===== src/rtl/smbase_lock_pkg.sv =====
package smbase_lock_pkg;
  localparam int unsigned BYTE_W = 8;
  typedef logic [BYTE_W-1:0] byte_t;

  typedef struct packed {
    byte_t value;
    byte_t wmask;
    logic  locked;
  } lock_state_t;

  localparam byte_t MASK_OPEN = 8'hFF;
endpackage


===== src/rtl/smbase_wr_merge.sv =====
module smbase_wr_merge
  import smbase_lock_pkg::*;
#(
  parameter byte_t QUERY_VAL = 8'hFF,
  parameter byte_t CAP_VAL   = 8'h01,
  parameter int unsigned LOCK_BIT = 1
) (
  input  logic        strap,
  input  byte_t       wdata,
  input  lock_state_t cur,
  output lock_state_t nxt
);
  localparam byte_t LOCK_MSK = byte_t'(1) << LOCK_BIT;

  byte_t merged;
  byte_t discarded;

  always_comb begin
    merged    = (cur.value & ~cur.wmask) | (wdata & cur.wmask);
    discarded = (cur.wmask == MASK_OPEN) ? '0 : merged;
    nxt       = cur;
    if (!strap) begin
      nxt.value = merged;
    end else if (merged == QUERY_VAL) begin
      nxt.value = CAP_VAL;
      nxt.wmask = LOCK_MSK;
    end else if ((discarded & LOCK_MSK) != '0) begin
      nxt.value  = LOCK_MSK;
      nxt.wmask  = cur.wmask & ~LOCK_MSK;
      nxt.locked = 1'b1;
    end else begin
      nxt.value = discarded;
    end
  end
endmodule


===== src/rtl/smbase_range_decode.sv =====
module smbase_range_decode #(
  parameter int unsigned ADDR_W = 32,
  parameter logic [ADDR_W-1:0] WIN_BASE = 32'h0003_0000,
  parameter logic [ADDR_W-1:0] WIN_SIZE = 32'h0002_0000
) (
  input  logic              active,
  input  logic [ADDR_W-1:0] addr,
  input  logic              smm,
  output logic              bh_hit,
  output logic              ram_hit
);
  localparam logic [ADDR_W-1:0] WIN_LAST = WIN_BASE + WIN_SIZE - 1'b1;

  logic in_win;

  always_comb begin
    in_win  = (addr >= WIN_BASE) && (addr <= WIN_LAST);
    bh_hit  = active && in_win && !smm;
    ram_hit = active && in_win && smm;
  end

  always_comb begin
    p_hits_exclusive_r8: assert (!(bh_hit && ram_hit));
  end
endmodule


===== src/rtl/smbase_lock_ctl.sv =====
module smbase_lock_ctl
  import smbase_lock_pkg::*;
#(
  parameter int unsigned ADDR_W = 32,
  parameter logic [ADDR_W-1:0] WIN_BASE = 32'h0003_0000,
  parameter logic [ADDR_W-1:0] WIN_SIZE = 32'h0002_0000,
  parameter logic [7:0] QUERY_VAL = 8'hFF,
  parameter logic [7:0] CAP_VAL   = 8'h01,
  parameter int unsigned LOCK_BIT = 1
) (
  input  logic              clk,
  input  logic              rst_n,
  input  logic              strap_en,
  input  logic              cfg_we,
  input  logic [7:0]        cfg_wdata,
  output logic [7:0]        cfg_rdata,
  output logic [7:0]        cfg_wmask,
  output logic              bh_en,
  output logic              smm_win_en,
  input  logic [ADDR_W-1:0] acc_addr,
  input  logic              acc_smm,
  output logic              acc_bh_hit,
  output logic              acc_ram_hit
);
  localparam byte_t LOCK_MSK = byte_t'(1) << LOCK_BIT;

  lock_state_t st_q, st_d;
  logic        win_active;

  smbase_wr_merge #(
    .QUERY_VAL(QUERY_VAL), .CAP_VAL(CAP_VAL), .LOCK_BIT(LOCK_BIT)
  ) u_merge (
    .strap(strap_en), .wdata(cfg_wdata), .cur(st_q), .nxt(st_d)
  );

  always_ff @(posedge clk or negedge rst_n) begin
    if (!rst_n) begin
      st_q <= '{value: '0, wmask: MASK_OPEN, locked: 1'b0};
    end else if (cfg_we) begin
      st_q <= st_d;
    end
  end

  assign win_active = st_q.locked && strap_en;
  assign cfg_rdata  = st_q.value;
  assign cfg_wmask  = st_q.wmask;
  assign bh_en      = win_active;
  assign smm_win_en = win_active;

  smbase_range_decode #(
    .ADDR_W(ADDR_W), .WIN_BASE(WIN_BASE), .WIN_SIZE(WIN_SIZE)
  ) u_dec (
    .active(win_active), .addr(acc_addr), .smm(acc_smm),
    .bh_hit(acc_bh_hit), .ram_hit(acc_ram_hit)
  );

  p_lock_sticky_r6: assert property (@(posedge clk) disable iff (!rst_n)
    st_q.locked |=> st_q.locked && $stable(cfg_rdata) && $stable(cfg_wmask));

  p_locked_value_r5: assert property (@(posedge clk) disable iff (!rst_n)
    st_q.locked |-> (cfg_rdata == LOCK_MSK) && (cfg_wmask == '0));

  p_query_answer_r3: assert property (@(posedge clk) disable iff (!rst_n)
    (cfg_we && strap_en && cfg_wmask == MASK_OPEN && cfg_wdata == QUERY_VAL)
      |=> (cfg_rdata == CAP_VAL) && (cfg_wmask == LOCK_MSK));

  p_discard_unqueried_r4: assert property (@(posedge clk) disable iff (!rst_n)
    (cfg_we && strap_en && cfg_wmask == MASK_OPEN && cfg_wdata != QUERY_VAL)
      |=> cfg_rdata == '0);

  p_strap_off_dark_r2: assert property (@(posedge clk) disable iff (!rst_n)
    !strap_en |-> !bh_en && !smm_win_en);

  p_mask_legal_r3: assert property (@(posedge clk) disable iff (!rst_n)
    (cfg_wmask == MASK_OPEN) || (cfg_wmask == LOCK_MSK) || (cfg_wmask == '0));
endmodule


===== config.mk =====
export PLATFORM = sky130hd
export DESIGN_NAME = smbase_lock_ctl
export DESIGN_NICKNAME = d
export VERILOG_FILES = /design/src/rtl/smbase_lock_pkg.sv /design/src/rtl/smbase_wr_merge.sv /design/src/rtl/smbase_range_decode.sv /design/src/rtl/smbase_lock_ctl.sv
export SDC_FILE = /design/constraint.sdc
export NUM_CORES = 1
export LEC_CHECK = 0
export CAP_MARGIN = 20
export CORE_MARGIN = 3
export CORE_UTILIZATION = 30
export DETAILED_ROUTE_END_ITERATION = 10
export MAX_ROUTING_LAYER = met4
export PLACE_DENSITY = 0.78
export SETUP_SLACK_MARGIN = 0.5
export SKIP_LAST_GASP = 1
export SLEW_MARGIN = 25
export SYNTH_ARGS = -nofsm -noshare
export SYNTH_HDL_FRONTEND = slang
export SYNTH_SLANG_ARGS = --single-unit

===== constraint.sdc =====
create_clock -name clk -period 1.7 [get_ports clk]
set_input_delay 0.34 -clock clk [delete_from_list [all_inputs] [get_ports clk]]
set_output_delay 0.34 -clock clk [all_outputs]
set_load 0.005 [all_outputs]

==> Word-level counts from Yosys, hierarchy flattened <==
Cells that the tools add are included.
{ "word_totals": {"register_bits": 17, "latchBits": 0, "ramBits": 0, "mem_bits_ro": 0, "in_bits": 45, "output_inout_bits": 20, "elab_cells": 28, "mem_count": 0} }
{ "op_classes": {"addsub": 0, "multipliers": 0, "n_div": 0, "n_lt_le_gt_ge": 2, "n_eq_ne": 2, "n_shift": 0, "muxes": 5, "bitwise_logic": 5, "reduce_logical": 10} }
{ "op_table": {"columns": ["operator", "count"], "rows": [
  ["greater-or-equal comparator 32 x 18 -> 1 bit, second input constant", 1],
  ["less-or-equal comparator 32 x 19 -> 1 bit, second input constant", 1],
  ["two-way mux 8 bit", 3],
  ["bitwise AND 8 bit", 2],
  ["equality test 8 bit, second input constant", 2],
  ["two-way mux 16 bit", 1],
  ["NOT 8 bit", 1],
  ["OR 8 bit", 1],
  ["AND reduction 3 bit", 2],
  ["logical AND 1 bit", 5],
  ["AND reduction 4 bit", 1],
  ["two-way mux 3 bit", 1],
  ["nonzero test 2 bit", 1],
  ["logical NOT 1 bit", 1],
  ["NOT 1 bit", 1]
]} }

==> Depth between registers and ports, before layout <==
Gate-level depths: netlist of run 1.
{ "depth": {"depth_word": 7, "mapped_depth": 4, "ltp_nobuf": 4} }

==> Hierarchy <==
From an unflattened synthesis of run 1, not the netlist that was laid out.
{ "unflattened": {"hier_cells": 102, "hier_area_um2": 1176.1} }
{ "modules_own_cells": {"columns": ["module", "n_inst", "cells_per_inst", "area_per_inst_um2", "seq_area_each_um2"], "rows": [
  ["smbase_lock_ctl", 1, 54, 829.5, 435.4],
  ["smbase_wr_merge", 1, 38, 256.5, 0.0],
  ["smbase_range_decode", 1, 10, 90.1, 0.0]
]} }

==> Worst setup path after synthesis of run 1 <==
OpenSTA, ideal clock, no wires.
{ "synth_timing": {"path_kind": "in2out", "start": "in acc_addr[31]", "end": "out acc_bh_hit", "arrival_time_ps": 1331, "t_required_ps": 1360, "path_slack_ps": 29, "cell_stages": 4, "cell_sequence": "or4_4 > nor4_2 > nand4_1 > a211oi_1"} }
{ "synth_via": {"elab_chain_cells": 4, "elab_cells_between_ends": 5, "cone_classes": "order compare (2); reduce/logical (3)"} }
{ "synth_rtl": {"columns": ["item", "line_no", "source"], "rows": [
  ["start, declared", "smbase_lock_ctl.sv:20", "input logic [ADDR_W-1:0] acc_addr,"],
  ["greater-or-equal comparator 32 x 18 -> 1 bit / less-or-equal comparator 32 x 19 -> 1 bit (equally long branches)", "smbase_range_decode.sv:17", "in_win = (addr >= WIN_BASE) && (addr <= WIN_LAST);"],
  ["logical AND 1 bit *", "smbase_range_decode.sv:17", null],
  ["logical AND 1 bit * (2 in series)", "smbase_range_decode.sv:18", "bh_hit = active && in_win && !smm;"],
  ["end, declared", "smbase_lock_ctl.sv:22", "output logic acc_bh_hit,"]
]} }
Every way passes the cells marked *; elsewhere a longest branch is shown, timed or not.

==> Worst setup path in the final report of run 1 <==
{ "layout_timing": {"start": "in acc_addr[31]", "end": "out acc_ram_hit"} }
{ "layout_via": {"elab_chain_cells": 4, "elab_cells_between_ends": 5, "cone_classes": "order compare (2); reduce/logical (3)"} }
{ "layout_rtl": {"columns": ["item", "line_no", "source"], "rows": [
  ["greater-or-equal comparator 32 x 18 -> 1 bit / less-or-equal comparator 32 x 19 -> 1 bit (equally long branches)", "smbase_range_decode.sv:17", null],
  ["logical AND 1 bit *", "smbase_range_decode.sv:17", null],
  ["logical AND 1 bit * (2 in series)", "smbase_range_decode.sv:19", "ram_hit = active && in_win && smm;"],
  ["end, declared", "smbase_lock_ctl.sv:23", "output logic acc_ram_hit"]
]} }
Marked as above.

==> metrics, run 1 <==
status=finished with violations; violated checks=setup timing; clk root buf=clkbuf_4; number of fill cells=~190; Netlist cell types=26; Reg area=278 um^2; post-DP HPWL=between 1500 and 2000 um; total grt overflow=0; Max Buffers Root-to-Sink=2; Clk Latency, worst-skew pair=0.27 ns; CP endpoint kind=output pin; Seq/Total Area, Yosys=0.384; final hold vios=0; Nets=between 150 and 200; WP data required=approximately 1.4 ns; post-synthesis average cell area=9.52 um^2; drt wl/cell=roughly 15 um; Die Width=between 50 and 60 um; TritonCTS Buffers=3; Syn-to-layout area delta=87.9%; most common cell after layout, fill and taps aside=clkdlybuf4s50_1; arrival time worst endpoint=around 1.7 ns; initial antenna violation count=0; Post-synth ARST share=1.00; fmax=around 490 MHz; Lkg Pwr=roughly 0.63 nW; H-tree depth=1; max-slew violation count=0; syn_nets=between 100 and 150; design area=1360 um^2; Max IR drop VDD=about 0.00046 V; Tmin final=between 2 and 2.5 ns; ratio of cells with drive above 1 in the final layout=0.481; clock sink count=11; max cap viols=0; row count=17; dominant cells by area after synthesis=dfrtp_1, buf_4, dfstp_2; via count=between 800 and 900; Post-synth EDFFs=0; Seq cells post-synth=11; Primary FF master, synth=dfrtp_1; Final Power=between 0.6 and 0.7 mW; Synth area leader=dfrtp_1; Ant. Diodes=0; DR vias/cell=4.97; Buf/Inv on CP=3; critical path, cell by cell=buf_6, or4_4, nor4_4, nand4_1, buf_4, a211oi_2, buf_2; gpl congestion=between 0.7 and 0.8; slew margin rel.=0.674; gr usage total=0.162; Hold Crit Class=in -> async; worst clock skew=0.00987 ns; PortBufs=48; number of DRC markers in iteration 0=14; slowest CP cell=or4_4; Yosys warning count=0; Worst-path clk slew=roughly 0.070 ns; vias in the first global route=767; placed cell area=approximately 1200 um^2; chip height=about 55 um; Setup-failing EPs final=2; Mapped Area=between 700 and 800 um^2; Worst Path Max Fanout=2; Total Wirelength=2480 um; CP peak stage delay=0.54 ns; DRT Pass-1 Iters=4; Starting Density=0.321; die area=slightly above 3000 um^2; CTS tree=built; # IOs=65; unrepaired setup endpoints after global routing=yes; antenna-violating nets left=0; cts hold-fix bufs=0; Yosys top cell area share=0.311; global-route wire length before repair=3390 um; Worst-Margin Slew=0.487 ns; post-route clock period utilization=1.20; most frequent cells in the layout=clkdlybuf4s50_1, buf_6, buf_4, dfrtp_1, clkbuf_2; Setup crit start kind=input port; Pwr Density=461 nW/um^2; critical path class=in -> out; cell family with most CP delay=simple AND/OR/NAND/NOR gates; Synth Instances=76; drt drc=0; core area=about 2300 um^2; worst setup margin=-0.340 ns; largest net degree at the start of global routing=12; multi-input logic area=365 um^2
-- layout make-up --
type,instances,share of cell area
well taps,28,0.0258
flip-flops and latches,11,0.204
repair buffers,72,0.473
clock buffers,4,0.0193
inverters,3,0.00829
multi-input cells,45,0.269
-- cell families after synthesis --
group | count (synthesis) | share of synthesized area
buffers and inverters | 20 | 0.192
AOI/OAI and AO/OA | 18 | 0.189
DFF | 11 | 0.384
and+or+nand+nor | 26 | 0.220
muxes | 1 | 0.0156
-- per-layer routing --
metal  vias to the layer above  part of all wire  global-route usage
li1                        384                 -                   -
met1                       384              0.32               0.148
met2                        38              0.55               0.325
met3                         4              0.11              0.0483
met4                         0             0.010              0.0364
met5                         -                 0                   -
-- power breakdown --
part / switching, mW / leakage [nW] / internal (mW)
sequential: 0.00388 / 0.139 / 0.269
clock: 0.0809 / 0.0150 / 0.0906
combinational: 0.0738 / 0.480 / 0.108
total: 0.159 / 0.633 / 0.468
-- state kept, by name, indices dropped and copies added (netlist names) --
signal and count:
cfg_wmask 2, st_q 1, cfg_rdata 8
-- final timing paths --
path / slack [ns] / from / to / depth (start not counted)
max: -0.34 / acc_addr[31] / acc_ram_hit / 7
max in group asynchronous: 0.94 / rst_n / cfg_wmask[1]$_DFFE_PN1P_ / 1
min in group clk: 0.47 / st_q[0]$_DFFE_PN0P_ / st_q[0]$_DFFE_PN0P_ / 1
min: 0.40 / rst_n / st_q[0]$_DFFE_PN0P_ / 1
min reg2reg: 0.47 / st_q[0]$_DFFE_PN0P_ / st_q[0]$_DFFE_PN0P_ / 1
max reg2reg: 0.19 / cfg_wmask[6]$_DFFE_PN1P_ / cfg_rdata[1]$_DFFE_PN0P_ / 6
-- stage by stage --
| stage | TNS (ns) | hold slack (ns) | cells | util | worst slack (ns) |
|---|---|---|---|---|---|
| 3_3_place_gp | -2.05 | 0.441 | 137 | 0.513 | -0.893 |
| 4_1_cts | -0.881 | 0.415 | 163 | 0.583 | -0.464 |
| 3_5_place_dp | -2.13 | 0.447 | 137 | 0.513 | -0.935 |
| 6_report | -0.661 | 0.400 | 163 | 0.603 | -0.340 |
| 2_1_floorplan | 0 | 0.0444 | 76 | - | 0.0435 |
| 5_1_grt | -0.804 | 0.426 | 163 | 0.603 | -0.408 |
-- synth_stat cells (2+ instances only) --
cell      number
inv_1          3
a211oi_1       2
nand4_1        4
nand3b_1       2
dfrtp_1        9
buf_4         17
a21boi_1       2
nand2_1        6
a22o_1         6
nand3_1        3
a21oi_1        2
nor2_1         3
dfstp_2        2
nor4_2         2
and2_1         2
-- timing repair --
item                       CTS  global route
setup endpoints to repair   31            29
setup buffers               22             0
pin swaps                    9             7
gates resized for setup     89            21
No activity file was read; power rests on OpenSTA's default activity.
==> run 2, diff against run 1 <==
- ABC_CLOCK_PERIOD_IN_PS: not set -> 1700
==> results of run 2 <==
The final DEF is identical to that of run 1; final timing and power are the same.
==> run 3, diff against run 2 <==
==> constraint.sdc (replaced) <==
create_clock -name clk -period 1.7 [get_ports clk]
set_input_delay 0.425 -clock clk [delete_from_list [all_inputs] [get_ports clk]]
set_output_delay 0.425 -clock clk [all_outputs]
set_load 0.005 [all_outputs]
==> run 3 against run 2 <==
The run still ends with setup timing left. Fmax decreased by 6.9%. Final area increased by 0.18%. Non-clock buffer count unchanged. Critical path type unchanged. Register-to-register slack got worse by 0.08 ns. Critical path depth unchanged. Global-route usage increased by 0.81 points. Highest routed layer unchanged. Via count unchanged. Flip-flop and latch count unchanged. Cell count unchanged. Clock skew decreased by 0.0055 ns.
==> metrics, run 3 (synthesis results as in run 1) <==
unrepaired setup endpoints after global routing=yes (unchanged); Worst-Margin Slew=0.489 ns (was 0.487 ns); worst clock skew=0.00438 ns (was 0.00987 ns); critical path, cell by cell=buf_6, or4_4, nor4_4, nand4_1, buf_4, a211oi_2, buf_2 (unchanged); max cap viols=0 (unchanged); antenna-violating nets left=0 (unchanged); Max IR drop VDD=0.000263 V (was 0.000460 V); total grt overflow=0 (unchanged); WP data required=1.27 ns (was 1.36 ns); vias in the first global route=811 (was 767); reg-to-reg startpoint=cfg_wmask[6]$_DFFE_PN1P_ (unchanged); number of DRC markers in iteration 0=11 (was 14); part of the power in registers=0.429 (was 0.435); Die Width=55.1 um (unchanged); initial antenna violation count=0 (unchanged); Finished Layout Cells=163 (unchanged); cts hold-fix bufs=0 (unchanged); max reg flops=8 (unchanged); status=finished with violations (unchanged); most common cell after layout, fill and taps aside=clkdlybuf4s50_1 (unchanged); WL met1=797 um (was 801 um); drt drc=0 (unchanged); Max Used Layer=met4 (unchanged); cell family with most CP delay=simple AND/OR/NAND/NOR gates (unchanged); via count=810 (unchanged); Max Buffers Root-to-Sink=2 (unchanged); Comb pwr share=0.285 (was 0.291); final hold vios=0 (unchanged); violated checks=setup timing (unchanged); arrival time worst endpoint=1.77 ns (was 1.70 ns); Nets=181 (unchanged); chip height=55.1 um (unchanged); setup_tns=-0.977 ns (was -0.661 ns); fmax=456 MHz (was 490 MHz); Starting Density=0.321 (unchanged); post-route clock period utilization=1.29 (was 1.20); DRT Pass-1 Iters=4 (unchanged); Lkg Pwr=0.631 nW (was 0.633 nW); Hold Crit Class=in -> async (unchanged); CP peak stage delay=0.54 ns (about the same); max-slew violation count=0 (unchanged); FF-to-FF End=cfg_wmask[6]$_DFFE_PN1P_ (was cfg_rdata[1]$_DFFE_PN0P_); PortBufs=48 (unchanged); multi-input logic area=360 um^2 (was 365 um^2); Worst Path Max Fanout=2 (unchanged); met3 WL=267 um (was 283 um); slowest CP cell=or4_4 (unchanged); clock network fraction of total power=0.286 (was 0.274); H-tree depth=1 (unchanged); Pint=0.471 mW (was 0.468 mW); Buf/Inv on CP=3 (unchanged); Reg area=278 um^2 (unchanged); post-DP HPWL=1740 um (was 1670 um); clock sink count=11 (unchanged); row count=17 (unchanged); worst setup margin=-0.492 ns (was -0.340 ns); Total Wirelength=2460 um (was 2480 um); reg2reg setup slack=0.11 ns (was 0.19 ns); TritonCTS Buffers=3 (unchanged); met2 wire len=1350 um (was 1370 um); Switching Share=0.257 (was 0.253); # IOs=65 (unchanged); Setup crit start kind=input port (unchanged); largest net degree at the start of global routing=12 (unchanged); Tmin final=2.19 ns (was 2.04 ns); drt wl/cell=15.1 um (was 15.2 um); Setup-failing EPs final=2 (unchanged); die area=3040 um^2 (unchanged); number of fill cells=194 (was 191); most frequent cells in the layout=clkdlybuf4s50_1, buf_6, buf_4, buf_2, dfrtp_1 (was clkdlybuf4s50_1, buf_6, buf_4, dfrtp_1, clkbuf_2); gr usage total=0.170 (was 0.162); critical path class=in -> out (unchanged); Psw=0.163 mW (was 0.159 mW); Placed Cells=138 (was 137); DR vias/cell=4.97 (unchanged); core area=2250 um^2 (unchanged); FF-to-FF path depth=7 (was 6); Syn-to-layout area delta=88.2% (was 87.9%); clk root buf=clkbuf_4 (unchanged); CP endpoint kind=output pin (unchanged); slew margin rel.=0.673 (was 0.674); gpl congestion=0.734 (was 0.713); Clk Latency, worst-skew pair=0.27 ns (about the same); global-route wire length before repair=3510 um (was 3390 um); Worst-path clk slew=0.07 ns (about the same); CTS tree=built (unchanged); Ant. Diodes=0 (unchanged); Pwr Density=465 nW/um^2 (was 461 nW/um^2); ratio of cells with drive above 1 in the final layout=0.481 (unchanged)
==> run 3: cell types whose count changed in the layout (fill, tap and decap cells not counted) <==
cell / before / now
clkdlybuf4s15_1: 1 / 2
buf_6: 19 / 20
clkbuf_2: 7 / 0
nand2_4: 1 / 0
buf_2: 5 / 11
dlygate4sd2_1: 1 / 0
nand2_2: 0 / 1
==> run 3: worst max path at each step <==
stage	from	cells past startpoint	slack, ns	endpoint
floorplan	acc_addr[31]	4	-0.13	acc_bh_hit
global placement	acc_addr[31]	6	-1.06	acc_ram_hit
detailed placement	acc_addr[31]	6	-1.09	acc_bh_hit
CTS	acc_addr[22]	7	-0.64	acc_bh_hit
global route	acc_addr[31]	7	-0.56	acc_bh_hit
finish	acc_addr[31]	7	-0.49	acc_bh_hit
==> run 3: repair_timing <==
item / in CTS / in global routing
resized for setup: 97 / 18
buffers inserted: 20 / 1
pin swaps: 10 / 9
setup endpoints to repair: 31 / 31
==> run 3: routing by layer <==
| layer | GRT usage | up-vias |
|---|---|---|
| li1 | - | 385 |
| met1 | 0.139 | 379 |
| met2 | 0.346 | 39 |
| met3 | 0.0402 | 7 |
| met4 | 0.0810 | 0 |
| met5 | - | - |
==> run 3: area by class of cell <==
class,instances,area share
well taps,28,0.0257
flip-flops and latches,11,0.204
clock buffers,4,0.0193
repair buffers,72,0.478
multi-input cells,45,0.265
inverters,3,0.00827
==> run 3: power groups by stage <==
stage	Clock [mW]	Combinational, mW	Sequential (mW)
global placement	0	0.157	0.282
finish	0.181	0.181	0.272
detailed placement	0	0.161	0.282
floorplan	0	0.0606	0.280
CTS	0.185	0.176	0.272
global route	0.201	0.194	0.273
==> run 3: stage by stage <==
step | cell area, um^2 | power, mW | setup slack, ns | hold WS, ns | util
2_1_floorplan | 754 | 0.341 | -0.127 | 0.129 | -
3_3_place_gp | 1160 | 0.439 | -1.06 | 0.440 | 0.517
3_5_place_dp | 1160 | 0.443 | -1.09 | 0.449 | 0.517
4_1_cts | 1290 | 0.633 | -0.637 | 0.503 | 0.574
5_1_grt | 1360 | 0.668 | -0.559 | 0.515 | 0.604
6_report | 1360 | 0.633 | -0.492 | 0.479 | 0.604
